### src/rtl/fp_addcmp_pkg.sv
package fp_addcmp_pkg;

  typedef enum logic [1:0] {
    FOP_ADD  = 2'b00,
    FOP_SUB  = 2'b01,
    FOP_CMP  = 2'b10,
    FOP_CMP2 = 2'b11
  } fop_e;

  typedef struct packed {
    logic        vld;
    logic        is_cmp;
    logic [31:0] data;
    logic        eq;
    logic        lt;
    logic        gt;
  } fp_beat_t;

  localparam logic [31:0] FP_MAX_POS = 32'h7F7F_FFFF;

  // Sum of two binary32 values; exponent 0 reads as zero, RNE, flush, saturate.
  function automatic logic [31:0] fp_add(input logic [31:0] a, input logic [31:0] b);
    logic [31:0]       x, y;
    logic [7:0]        ex, ey, d;
    logic [23:0]       mx, my;
    logic [26:0]       xe, ye, ys, n;
    logic              stk, up;
    logic [27:0]       s;
    logic signed [9:0] e;
    logic [24:0]       r;
    int                pos;
    if (a[30:0] >= b[30:0]) begin x = a; y = b; end
    else begin x = b; y = a; end
    ex = x[30:23];
    ey = y[30:23];
    mx = (ex == 8'd0) ? 24'd0 : {1'b1, x[22:0]};
    my = (ey == 8'd0) ? 24'd0 : {1'b1, y[22:0]};
    d  = ex - ey;
    xe = {mx, 3'b000};
    ye = {my, 3'b000};
    if (d >= 8'd27) begin
      ys = {26'd0, |my};
    end else begin
      ys    = ye >> d;
      stk   = |(ye & ((27'd1 << d) - 27'd1));
      ys[0] = ys[0] | stk;
    end
    if (x[31] == y[31]) s = {1'b0, xe} + {1'b0, ys};
    else                s = {1'b0, xe} - {1'b0, ys};
    if (s == 28'd0) return 32'd0;
    e = {2'b00, ex};
    if (s[27]) begin
      n = {s[27:2], s[1] | s[0]};
      e = e + 10'sd1;
    end else begin
      pos = 0;
      for (int i = 0; i < 27; i++) if (s[i]) pos = i;
      n = s[26:0] << (26 - pos);
      e = e - 10'(26 - pos);
    end
    if (e < 10'sd1) return 32'd0;
    up = n[2] & (n[1] | n[0] | n[3]);
    r  = {1'b0, n[26:3]} + {24'd0, up};
    if (r[24]) begin
      r = r >> 1;
      e = e + 10'sd1;
    end
    if (e >= 10'sd255) return {x[31], FP_MAX_POS[30:0]};
    return {x[31], e[7:0], r[22:0]};
  endfunction

  // Three-way compare, returns {eq, lt, gt}; zero exponent reads as zero.
  function automatic logic [2:0] fp_cmp(input logic [31:0] a, input logic [31:0] b);
    logic [30:0] ma, mb;
    logic        eq, lt;
    ma = (a[30:23] == 8'd0) ? 31'd0 : a[30:0];
    mb = (b[30:23] == 8'd0) ? 31'd0 : b[30:0];
    eq = (ma == mb) && ((a[31] == b[31]) || (ma == 31'd0));
    if (eq)                lt = 1'b0;
    else if (a[31] != b[31]) lt = a[31];
    else if (a[31])        lt = (ma > mb);
    else                   lt = (ma < mb);
    return {eq, lt, ~eq & ~lt};
  endfunction

endpackage

### src/rtl/fp_add_core.sv
module fp_add_core
  import fp_addcmp_pkg::*;
(
  input  logic [31:0] lhs,
  input  logic [31:0] rhs,
  input  logic        negate_rhs,
  output logic [31:0] sum
);
  logic [31:0] rhs_eff;
  assign rhs_eff = {rhs[31] ^ negate_rhs, rhs[30:0]};
  assign sum     = fp_add(lhs, rhs_eff);
endmodule

### src/rtl/fp_cmp_core.sv
module fp_cmp_core
  import fp_addcmp_pkg::*;
(
  input  logic [31:0] lhs,
  input  logic [31:0] rhs,
  output logic        is_eq,
  output logic        is_lt,
  output logic        is_gt
);
  assign {is_eq, is_lt, is_gt} = fp_cmp(lhs, rhs);
endmodule

### src/rtl/fp_delay_line.sv
module fp_delay_line #(
  parameter int W     = 8,
  parameter int DEPTH = 1
) (
  input  logic         clk,
  input  logic         rst_n,
  input  logic [W-1:0] din,
  output logic [W-1:0] dout
);
  logic [DEPTH-1:0][W-1:0] stg;

  always_ff @(posedge clk or negedge rst_n) begin
    if (!rst_n) begin
      stg <= '0;
    end else begin
      stg[0] <= din;
      for (int i = 1; i < DEPTH; i++) stg[i] <= stg[i-1];
    end
  end

  assign dout = stg[DEPTH-1];
endmodule

### src/rtl/fp_addcmp_unit.sv
module fp_addcmp_unit
  import fp_addcmp_pkg::*;
#(
  parameter int LATENCY = 3
) (
  input  logic        clk,
  input  logic        rst_n,
  input  logic        op_valid,
  input  logic [1:0]  op_code,
  input  logic [31:0] opnd_a,
  input  logic [31:0] opnd_b,
  output logic        res_valid,
  output logic [31:0] res_data,
  output logic        cmp_eq,
  output logic        cmp_lt,
  output logic        cmp_gt
);
  localparam int BEAT_W = $bits(fp_beat_t);

  logic        in_is_cmp;
  logic [31:0] add_sum;
  logic        c_eq, c_lt, c_gt;
  fp_beat_t    beat_in, beat_out;
  logic        out_is_cmp;

  assign in_is_cmp = op_code[1];

  fp_add_core u_add (
    .lhs        (opnd_a),
    .rhs        (opnd_b),
    .negate_rhs (op_code[0]),
    .sum        (add_sum)
  );

  fp_cmp_core u_cmp (
    .lhs   (opnd_a),
    .rhs   (opnd_b),
    .is_eq (c_eq),
    .is_lt (c_lt),
    .is_gt (c_gt)
  );

  always_comb begin
    beat_in = '0;
    if (op_valid) begin
      beat_in.vld    = 1'b1;
      beat_in.is_cmp = in_is_cmp;
      if (in_is_cmp) begin
        beat_in.eq = c_eq;
        beat_in.lt = c_lt;
        beat_in.gt = c_gt;
      end else begin
        beat_in.data = add_sum;
      end
    end
  end

  fp_delay_line #(.W(BEAT_W), .DEPTH(LATENCY)) u_pipe (
    .clk   (clk),
    .rst_n (rst_n),
    .din   (beat_in),
    .dout  (beat_out)
  );

  assign out_is_cmp = beat_out.is_cmp;
  assign res_valid  = beat_out.vld;
  assign res_data   = beat_out.data;
  assign cmp_eq     = beat_out.eq;
  assign cmp_lt     = beat_out.lt;
  assign cmp_gt     = beat_out.gt;
endmodule

### config.mk
export PLATFORM = sky130hd
export DESIGN_NAME = fp_addcmp_unit
export DESIGN_NICKNAME = d
export VERILOG_FILES = /design/src/rtl/fp_addcmp_pkg.sv /design/src/rtl/fp_add_core.sv /design/src/rtl/fp_cmp_core.sv /design/src/rtl/fp_delay_line.sv /design/src/rtl/fp_addcmp_unit.sv
export SDC_FILE = /design/constraint.sdc
export NUM_CORES = 1
export LEC_CHECK = 0
export ABC_AREA = 1
export BUFFER_PORTS_ARGS = -buffer_cell sky130_fd_sc_hd__buf_2
export CORE_MARGIN = 2
export CORE_UTILIZATION = 60
export DETAILED_ROUTE_END_ITERATION = 6
export PLACE_DENSITY = 0.79
export RECOVER_POWER = 25
export SYNTH_ARGS = -nofsm -noshare
export SYNTH_HDL_FRONTEND = slang
export SYNTH_SLANG_ARGS = --single-unit
### constraint.sdc
create_clock -name clk -period 1.5 [get_ports clk]
set_input_delay 0.15 -clock clk [delete_from_list [all_inputs] [get_ports clk]]
set_output_delay 0.15 -clock clk [all_outputs]
set_load 0.05 [all_outputs]
==> results of run 1 <==
[layer usage]
layer | track usage, % | overflow
met1 | 80.4 | 0
met2 | 94.1 | 6
met3 | 70.1 | 0
met4 | 79.1 | 11
met5 | 53.2 | 0
[kinds of logic after synthesis]
kind of cell | Yosys count | synth area share [%]
xor+xnor | 54 | 3.24
buf+inv | 465 | 13.1
other cells | 1 | 0.0246
fa+ha+maj | 129 | 10.7
compound gates | 319 | 12.7
simple gates | 1497 | 42.6
flops | 108 | 17.7
[metrics by stage]
step / instances / hold WS [ns] / setup slack [ns] / util, % / setup TNS, ns
global placement: 3542 / 0.0681 / -8.80 / 83.3 / -285.59
floorplan: 2574 / -0.146 / -8.35 / - / -268.70
CTS: 3656 / 0.0922 / -8.31 / 91.5 / -267.46
detailed placement: 3542 / 0.0782 / -9.38 / 83.3 / -303.75
[timing repair]
item | CTS
setup endpoints to repair | 35
pin swaps | 107
hold buffers | 2
hold endpoints to repair | 26
gates resized for setup | 213
gates cloned | 6
buffers inserted | 90
[Yosys cell counts, types with 37 or more instances]
cell type and instances:
nand2_1 751, nand3_1 345, inv_1 290, nor2_1 252, ha_1 127, a21oi_1 125
dfrtp_1 108, o21ai_0 76, nand4_1 49, clkbuf_1 48, buf_4 41, xor2_1 37
==> flow_summary_export.csv, run 1 <==
group,metric,value,unit
cts,h-tree-depth,3,
synth,synth_top_area_share,18.5,%
cts,clock-sinks,108,
placed_design,io_buffers,104,
run_status,failed_stage,"global routing (5_1_grt)",
synth,synth_top_area_cell,"nand2_1",
placed_design,gp_congestion,1.07,
die,io_pins,105,
synth,synthCells,2573,
synth,synth_area,15300,sq um
placed_design,dp_hpwl,48.4,mm
cts,cts_buffers,9,
global_routing,grt_usage,81.1,%
global_routing,grt_pass1_wl,164,mm
run_status,status,"stopped before the end",
die,die_x,164,um
synth,ys_ff_latch,108,
global_routing,overflow,17,
synth,ys_types,66,
run_status,error_line,"[ERROR GRT-0116] Global routing finished with congestion. Check the congestion regions in the DRC Viewer.",
synth,yosysSeqAreaShare,17.7,%
synth,synthFlopType,"dfrtp_1",
die,initial_core_util,60.8,%
synth,synth_edf_count,0,
synth,synth_area_leaders,"nand2_1 (18%), dfrtp_1 (18%), nand3_1 (11%)",
placed_design,post_dp_cell_area,20900,sq um
synth,synthArstFlopShare,100,%
synth,avgSynthCellArea,5.94,sq um
global_routing,grt_max_degree,53,
cts,cts.path.max_buffers,2,
die,num_rows,58,
die,die_h,164,um
global_routing,grt_pass1_vias,26800,
synth,yosys_warnings,0,
cts,clockRootBuffer,"clkbuf_16",
==> inputs of run 2 (changes only) <==
- CORE_UTILIZATION: 60 -> 40
- PLACE_DENSITY: 0.79 -> unset
- PLACE_DENSITY_LB_ADDON: unset -> 0.15
==> flow_summary_export.csv, run 2 <==
group,metric,value,unit
routing,drt_wl_total,61.6,mm
global_routing,antenna_found_initial,0,
die,initial_core_util,40.5,%
synth,synth_edf_count,0,
cts,h-tree-depth,3,
cells_and_area,final_common_cell,"buf_4",
die,die_h,199,um
cts,clock-sinks,108,
global_routing,grt_usage,30.3,%
synth,synthCells,2573,
cells_and_area,final_area,24300,sq um
cts,cts_tree,"built",
cells_and_area,diodes,0,
cts,cts_buffers,9,
power,p_int,17.6,mW
global_routing,grt_pass1_vias,19100,
synth,synth_area,15300,sq um
sta,slew_headroom,44.1,%
routing,route.detailed.drc,0,
sta,fin_ws,-8.46,ns
sta,hold_viol,0,
routing,postRouteAntennaNets,0,
cells_and_area,synthToLayoutAreaGrowth,58.8,%
synth,ys_types,66,
power,totalPowerFinal,34.6,mW
worst_setup_path,startpoint_type,"primary input",
power,seqPwrFrac,10.0,%
power,p_clk_share,7.1,%
routing,dr.pass1.iters,6,
placed_design,dpl.cell_count,3754,
die,core_area,37700,sq um
cells_and_area,most-common-layout-cells,"buf_4 (790), nand2_1 (677), nand3_1 (309)",
cts,clk_pin_slew,0.07,ns
cells_and_area,drive_gt1_share,40.4,%
cts,insertion_delay,0.34,ns
sta,post-route-period-util,664,%
synth,yosysSeqAreaShare,17.7,%
die,die_area,39800,sq um
cells_and_area,fin_cells,3900,
routing,route.vias.total,19900,
sta,setup_viol,35,
worst_setup_path,slowest_delay,0.34,ns
sta,finalMaxSlewViolations,0,
placed_design,gp_congestion,1.04,
min_path,hold_class,"primary input to flip-flop",
die,num_rows,71,
synth,synth_common_cells,"nand2_1 (751), nand3_1 (345), inv_1 (290)",
job,cap_violations,0,
routing,routedWlPerCell,15.8,um
synth,synth_top_area_share,18.5,%
routing,vias_per_cell,5.11,
power,combPwrFrac,82.8,%
worst_setup_path,cpMostUsedCell,"nand2_2",
synth,avgSynthCellArea,5.94,sq um
sta,hold_slack,0.0769,ns
routing,drt_iter0_drc,1302,
global_routing,grt_pass1_wl,96.5,mm
die,io_pins,105,
run_status,status,"finished with violations",
global_routing,overflow,0,
synth,synthArstFlopShare,100,%
synth,synth.most_common_cell,"nand2_1",
sta,fin_setup_tns,-272.78,ns
die,die_x,199,um
synth,synth_top_area_cell,"nand2_1",
global_routing,grt_max_degree,52,
cts,clockRootBuffer,"clkbuf_16",
worst_setup_path,critPathKind,"primary input to flip-flop",
power,power_density,1430,nW/um^2
placed_design,post_dp_cell_area,21300,sq um
cts,cts.path.max_buffers,2,
cells_and_area,final_util,64.4,%
worst_setup_path,required,1.76,ns
placed_design,dp_slack,-9.24,ns
placed_design,dp_hpwl,48.9,mm
synth,synth_area_leaders,"nand2_1 (18%), dfrtp_1 (18%), nand3_1 (11%)",
worst_setup_path,cp.arrival,10.22,ns
sta,rsz0062_at_grt,"true",
synth,yosys_warnings,0,
cells_and_area,regMostFlops,"u_pipe.stg",
worst_setup_path,end_kind,"flip-flop",
worst_setup_path,critPathMaxFanout,7,
cells_and_area,nNetsFinal,3582,
cells_and_area,largest_register_ffs,72,
sta,fmaxAchievable,100,MHz
power,switching_share,49.0,%
placed_design,io_buffers,104,
run_status,violations,"setup timing",
sta,fin_worst_skew,0.00431,ns
sta,worstMarginPinSlew,0.834,ns
worst_setup_path,crit_slowest_cell,"xor2_4",
synth,ys_ff_latch,108,
power,vdd_drop_max,775,uV
power,leakage,13.3,nW
sta,fin_crit,9.96,ns
synth,synthFlopType,"dfrtp_1",
cells_and_area,fill_cells,3391,
power,power_switching,17.0,mW
run 2: cell counts after synthesis:
Identical to the previous run, type by type.
run 2: final cells by class:
cell class | instances | area, sq um | area share (%)
clock buffers | 9 | 225 | 0.928
clock inverters | 7 | 92.6 | 0.382
multi-input cells | 2001 | 12200 | 50.1
well taps | 511 | 639 | 2.64
inverters | 330 | 1270 | 5.25
repair buffers | 932 | 7160 | 29.5
repair inverters | 2 | 13.8 | 0.0567
flip-flops and latches | 108 | 2700 | 11.1
run 2: kinds of logic after synthesis:
kind of cell / after synthesis / synth area share (%)
AND/OR/NAND/NOR: 1497 / 42.6
buffers and inverters: 465 / 13.1
AO/OA/AOI/OAI: 319 / 12.7
adder cells (fa/ha/maj): 129 / 10.7
flip-flops: 108 / 17.7
XOR/XNOR: 54 / 3.24
other: 1 / 0.0246
run 2: critical path, delay by kind of cell:
| kind | cells | cell delay, ns |
|---|---|---|
| compound gates | 13 | 1.90 |
| buf+inv | 17 | 1.71 |
| simple gates | 46 | 4.94 |
| fa+ha+maj | 6 | 1.16 |
| xor+xnor | 1 | 0.34 |
run 2: repair_timing:
item	4_1_cts	5_1_grt
pin swaps	96	110
hold buffers	2	0
setup endpoints to repair	35	35
hold endpoints to repair	28	0
resized for setup	214	162
gates cloned	4	3
setup buffers	91	34
run 2: path summary, 6_finish.rpt:
kind	endpoint	slack, ns	depth (start not counted)	from
min in group asynchronous	u_pipe.dout[23]$_DFF_PN0_	0.29	2	rst_n
max in group asynchronous	u_pipe.stg[59]$_DFF_PN0_	0.63	3	rst_n
setup reg to reg	u_pipe.dout[28]$_DFF_PN0_	0.94	0	u_pipe.stg[65]$_DFF_PN0_
hold reg to reg	u_pipe.stg[65]$_DFF_PN0_	0.35	0	u_pipe.stg[28]$_DFF_PN0_
setup / recovery	u_pipe.stg[3]$_DFF_PN0_	-8.46	83	opnd_a[26]
hold / removal	u_pipe.stg[2]$_DFF_PN0_	0.08	3	op_code[1]
run 2: per-layer routing:
metal | vias up | wire [um] | global-route usage, %
met5 | - | 0 | 0
li1 | 9949 | - | -
met4 | 0 | 2740 | 13.1
met2 | 591 | 30400 | 55.1
met1 | 9285 | 25700 | 36.7
met3 | 122 | 2740 | 1.72
run 2: power groups by stage:
stage | combinational [mW] | clock, mW | sequential, mW
6_report | 28.6 | 2.47 | 3.47
3_5_place_dp | 24.8 | 0 | 3.51
4_1_cts | 26.6 | 2.49 | 3.47
3_3_place_gp | 24.6 | 0 | 3.48
5_1_grt | 31.3 | 2.64 | 3.52
2_1_floorplan | 14.1 | 0 | 3.48
Power figures use the tool's default switching activity.
==> inputs of run 3 (changes only) <==
- CORE_MARGIN: 2 -> unset
- SYNTH_HIERARCHICAL: unset -> 1
==> flow_summary_export.csv, run 3 <==
group,metric,value,unit
worst_setup_path,slowest_delay,0.36,ns
cells_and_area,diodes,0,
min_path,hold_class,"primary input to flip-flop",
worst_setup_path,cpMostUsedCell,"nand2_4",
worst_setup_path,critPathMaxFanout,11,
synth,avgSynthCellArea,6.07,sq um
die,die_area,40800,sq um
cts,clockRootBuffer,"clkbuf_16",
power,vdd_drop_max,714,uV
sta,fin_ws,-8.45,ns
routing,route.detailed.drc,0,
worst_setup_path,crit_slowest_cell,"fa_2",
cts,h-tree-depth,3,
cts,cts.path.max_buffers,2,
run_status,violations,"setup timing",
job,cap_violations,0,
power,leakage,13.5,nW
worst_setup_path,end_kind,"flip-flop",
global_routing,grt_max_degree,74,
die,die_x,202,um
worst_setup_path,reg2reg_from,"u_pipe/stg[37]$_DFF_PN0_",
global_routing,grt_usage,29.3,%
cells_and_area,final_util,63.7,%
placed_design,io_buffers,104,
cells_and_area,most-common-layout-cells,"buf_4 (750), nand2_1 (645), inv_1 (290)",
die,io_pins,105,
die,die_h,202,um
cts,cts_tree,"built",
global_routing,grt_pass1_wl,96.9,mm
cells_and_area,largest_register_ffs,72,
cells_and_area,regMostFlops,"u_pipe/stg",
sta,fin_worst_skew,0.00238,ns
worst_setup_path,crit_start,"opnd_b[30]",
routing,route.vias.total,19900,
worst_setup_path,critPathKind,"primary input to flip-flop",
power,power_density,1380,nW/um^2
routing,drt_wl_total,61.7,mm
cells_and_area,drive_gt1_share,41.3,%
die,initial_core_util,41.0,%
cells_and_area,synthToLayoutAreaGrowth,55.3,%
sta,fmaxAchievable,100,MHz
placed_design,dpl.cell_count,3811,
sta,finalMaxSlewViolations,0,
min_path,hold_path_end,"u_pipe/stg[1]$_DFF_PN0_",
global_routing,antenna_found_initial,0,
worst_setup_path,cp.arrival,10.22,ns
run_status,status,"finished with violations",
sta,slew_headroom,64.8,%
die,core_area,39000,sq um
min_path,min_path_cells,3,
routing,postRouteAntennaNets,0,
cells_and_area,nNetsFinal,3614,
synth,yosys_warnings,6,
synth,synthCells,2633,
power,totalPowerFinal,34.2,mW
cts,clk_pin_slew,0.07,ns
synth,synth_area,16000,sq um
cells_and_area,fin_cells,3940,
routing,vias_per_cell,5.04,
sta,setup_viol,35,
routing,routedWlPerCell,15.6,um
cells_and_area,final_common_cell,"buf_4",
sta,worstMarginPinSlew,0.529,ns
global_routing,overflow,0,
cts,insertion_delay,0.34,ns
sta,post-route-period-util,664,%
sta,fin_crit,9.95,ns
sta,rsz0062_at_grt,"true",
global_routing,grt_pass1_vias,19300,
min_path,hp-start,"op_code[1]",
cts,cts_buffers,9,
cts,clock-sinks,108,
routing,dr.pass1.iters,5,
worst_setup_path,required,1.76,ns
placed_design,gp_congestion,0.989,
worst_setup_path,rr_worst_depth,0,
worst_setup_path,r2r-end,"u_pipe/dout[0]$_DFF_PN0_",
placed_design,dp_hpwl,49.3,mm
worst_setup_path,reg2reg_slack,0.99,ns
sta,hold_viol,0,
worst_setup_path,startpoint_type,"primary input",
routing,drt_iter0_drc,1192,
die,num_rows,72,
sta,hold_slack,0.113,ns
-- run 3: area by class of cell --
class | count | area [sq um]
clock buffers | 10 | 239
clock inverters | 6 | 68.8
fillers | 3500 | 14200
inverters | 361 | 1400
multi-input cells | 2034 | 12700
flip-flops and latches | 108 | 2700
well taps | 518 | 648
repair buffers | 903 | 7080
-- run 3: critical path, delay by kind of cell --
family	cells	cell delay (ns)
compound gates	12	1.85
xor+xnor	1	0.11
fa+ha+maj	6	1.31
buf+inv	17	1.36
simple gates	55	5.40
-- run 3: how the worst max path moves through the flow --
stage / to
2_1_floorplan: u_pipe/stg[7]$_DFF_PN0_
3_3_place_gp: u_pipe/stg[18]$_DFF_PN0_
3_5_place_dp: u_pipe/stg[9]$_DFF_PN0_
4_1_cts: u_pipe/stg[9]$_DFF_PN0_
5_1_grt: u_pipe/stg[10]$_DFF_PN0_
6_report: u_pipe/stg[10]$_DFF_PN0_
-- run 3: power breakdown --
part / internal, mW / leakage (nW) / switching (mW) / total [mW]
sequential: 3.30 / 1.48 / 0.105 / 3.41
combinational: 12.9 / 11.8 / 15.5 / 28.4
clock: 1.36 / 0.155 / 1.03 / 2.38
total: 17.5 / 13.5 / 16.7 / 34.2
-- run 3: metal layers --
metal | vias up | global-route usage, % | routed length (um)
li1 | 9995 | - | -
met1 | 9137 | 36.0 | 25400
met2 | 588 | 53.7 | 30800
met3 | 134 | 0.838 | 2540
met4 | 0 | 12.2 | 2860
met5 | - | 0 | 0
-- run 3: what timing repair did --
action                     in CTS  in global routing
pin swaps                      63                137
setup endpoints to repair      35                 35
hold endpoints to repair       26                  0
resized for setup             177                165
hold buffers                    2                  0
buffers inserted               70                 32
cloned                          6                  4
-- run 3: per-stage QoR --
step	setup slack (ns)	cell area (sq um)	setup TNS, ns
final	-8.45	24800	-270.54
after global routing	-9.12	24800	-292.18
after CTS	-8.18	23800	-262.23
after detailed placement	-9.24	22200	-297.40
after global placement	-9.04	22200	-291.77
after floorplan	-7.97	16500	-255.66
==> inputs of run 4 (changes only) <==
- CAP_MARGIN: unset -> 0
- CORE_UTILIZATION: 40 -> 45
==> flow_summary_export.csv, run 4 (same netlist as run 3, synthesis figures left out) <==
group,metric,value,unit
global_routing,grt_max_degree,58,
cts,cts_tree,"built",
cts,h-tree-depth,3,
global_routing,grt_pass1_wl,101,mm
routing,drt_wl_total,66.7,mm
die,num_rows,68,
global_routing,grt_use_met1,40.6,%
sta,rsz0062_at_grt,"true",
cells_and_area,fill_cells,2877,
power,power_density,1410,nW/um^2
worst_setup_path,crit_slowest_cell,"fa_2",
sta,fin_crit,10.17,ns
cells_and_area,nNetsFinal,3639,
global_routing,overflow,0,
global_routing,grt_busiest_layer,"met2",
worst_setup_path,slowest_delay,0.36,ns
routing,route.vias.total,20600,
sta,hold_viol,0,
routing,route.detailed.drc,0,
sta,post-route-period-util,678,%
cts,clk_pin_slew,0.08,ns
die,die_h,191,um
sta,worstMarginPinSlew,0.641,ns
global_routing,antenna_found_initial,0,
cells_and_area,final_common_cell,"buf_4",
worst_setup_path,cp.arrival,10.43,ns
cts,clockRootBuffer,"clkbuf_16",
worst_setup_path,cp_num_buf_inv,18,
placed_design,dp_slack,-9.31,ns
worst_setup_path,cpLargestDelayFamily,"simple AND/OR/NAND/NOR gates",
worst_setup_path,startpoint_type,"primary input",
sta,fin_ws,-8.67,ns
die,die_area,36300,sq um
routing,routedWlPerCell,17.1,um
global_routing,met2_usage,64.6,%
placed_design,gp_congestion,1.03,
die,die_x,191,um
placed_design,io_buffers,104,
routing,dr.pass1.iters,5,
die,io_pins,105,
worst_setup_path,critPathMaxFanout,8,
worst_setup_path,end_kind,"flip-flop",
run_status,status,"finished with violations",
worst_setup_path,critPathKind,"primary input to flip-flop",
cts,insertion_delay,0.35,ns
cells_and_area,drive_gt1_share,43.4,%
min_path,hold_class,"primary input to flip-flop",
cts,cts_buffers,9,
routing,drt_iter0_drc,1111,
global_routing,use_met3,2.15,%
sta,fmaxAchievable,98.3,MHz
job,cap_violations,0,
die,initial_core_util,46.1,%
cts,cts.path.max_buffers,2,
cells_and_area,synthToLayoutAreaGrowth,58.2,%
sta,fin_worst_skew,0.00674,ns
power,leakage,13.6,nW
sta,slew_headroom,57.3,%
power,vdd_drop_max,2130,uV
worst_setup_path,required,1.76,ns
cells_and_area,diodes,0,
cells_and_area,regMostFlops,"u_pipe/stg",
sta,setup_viol,35,
routing,postRouteAntennaNets,0,
routing,vias_per_cell,5.27,
die,core_area,34700,sq um
run_status,violations,"setup timing",
cells_and_area,most-common-layout-cells,"buf_4 (773), nand2_1 (626), inv_1 (289)",
cts,clock-sinks,108,
sta,finalMaxSlewViolations,0,
global_routing,grt_pass1_vias,20000,
global_routing,grt_usage,35.2,%
worst_setup_path,cpMostUsedCell,"nand2_1",
cells_and_area,largest_register_ffs,72,
sta,hold_slack,0.0757,ns
placed_design,dp_hpwl,51.0,mm
run 4: path summary, 6_finish.rpt:
check,startpoint,slack (ns),end,depth (start not counted)
min,op_code[1],0.08,u_pipe/stg[2]$_DFF_PN0_,3
max reg2reg,u_pipe/stg[38]$_DFF_PN0_,0.99,u_pipe/dout[1]$_DFF_PN0_,0
min in group asynchronous,rst_n,0.25,u_pipe/stg[65]$_DFF_PN0_,2
max,opnd_b[26],-8.67,u_pipe/stg[9]$_DFF_PN0_,90
min reg2reg,u_pipe/stg[22]$_DFF_PN0_,0.35,u_pipe/stg[59]$_DFF_PN0_,0
max in group asynchronous,rst_n,0.65,u_pipe/dout[15]$_DFF_PN0_,3
run 4: tightest hold or removal path, stage by stage:
cell and delay [ns]:
buf_2 0.11, nand2_1 0.09, nor2_1 0.05
run 4: through the flow:
stage	power, mW	area, sq um	setup TNS [ns]	utilization (%)	cells
floorplan	17.8	16500	-255.66	-	2635
global placement	28.4	22200	-292.41	63.9	3768
detailed placement	28.8	22200	-299.06	63.9	3768
CTS	33.6	24300	-260.49	69.9	3868
global route	38.1	25300	-294.88	72.9	3902
finish	35.6	25300	-276.04	72.9	3902
run 4: power breakdown:
group          switching, mW  internal [mW]  leakage, nW
clock network           1.12           1.22        0.149
registers              0.124           3.30         1.48
logic                   16.6           13.2         12.0
run 4: layout make-up:
class	count	area [sq um]	share of cell area, %
Sequential cell	108	2700	10.7
Clock inverter	6	62.6	0.247
Clock buffer	10	239	0.945
Tap cell	455	569	2.25
Timing Repair Buffer	930	7290	28.8
Inverter	361	1400	5.52
Multi-Input combinational cell	2032	13000	51.5
run 4: repair_timing:
action                     4_1_cts  5_1_grt
hold buffers                     2        0
resized for setup              240      181
setup buffers                   75       33
pin swaps                      130      140
hold endpoints to repair        25        0
cloned                           7        2
setup endpoints to repair       35       35
run 4: routing by layer:
layer	up-vias	part of all wire [%]
met5	-	0
met4	0	6.2
met3	233	4.6
met2	717	51
met1	9571	39
li1	10100	-
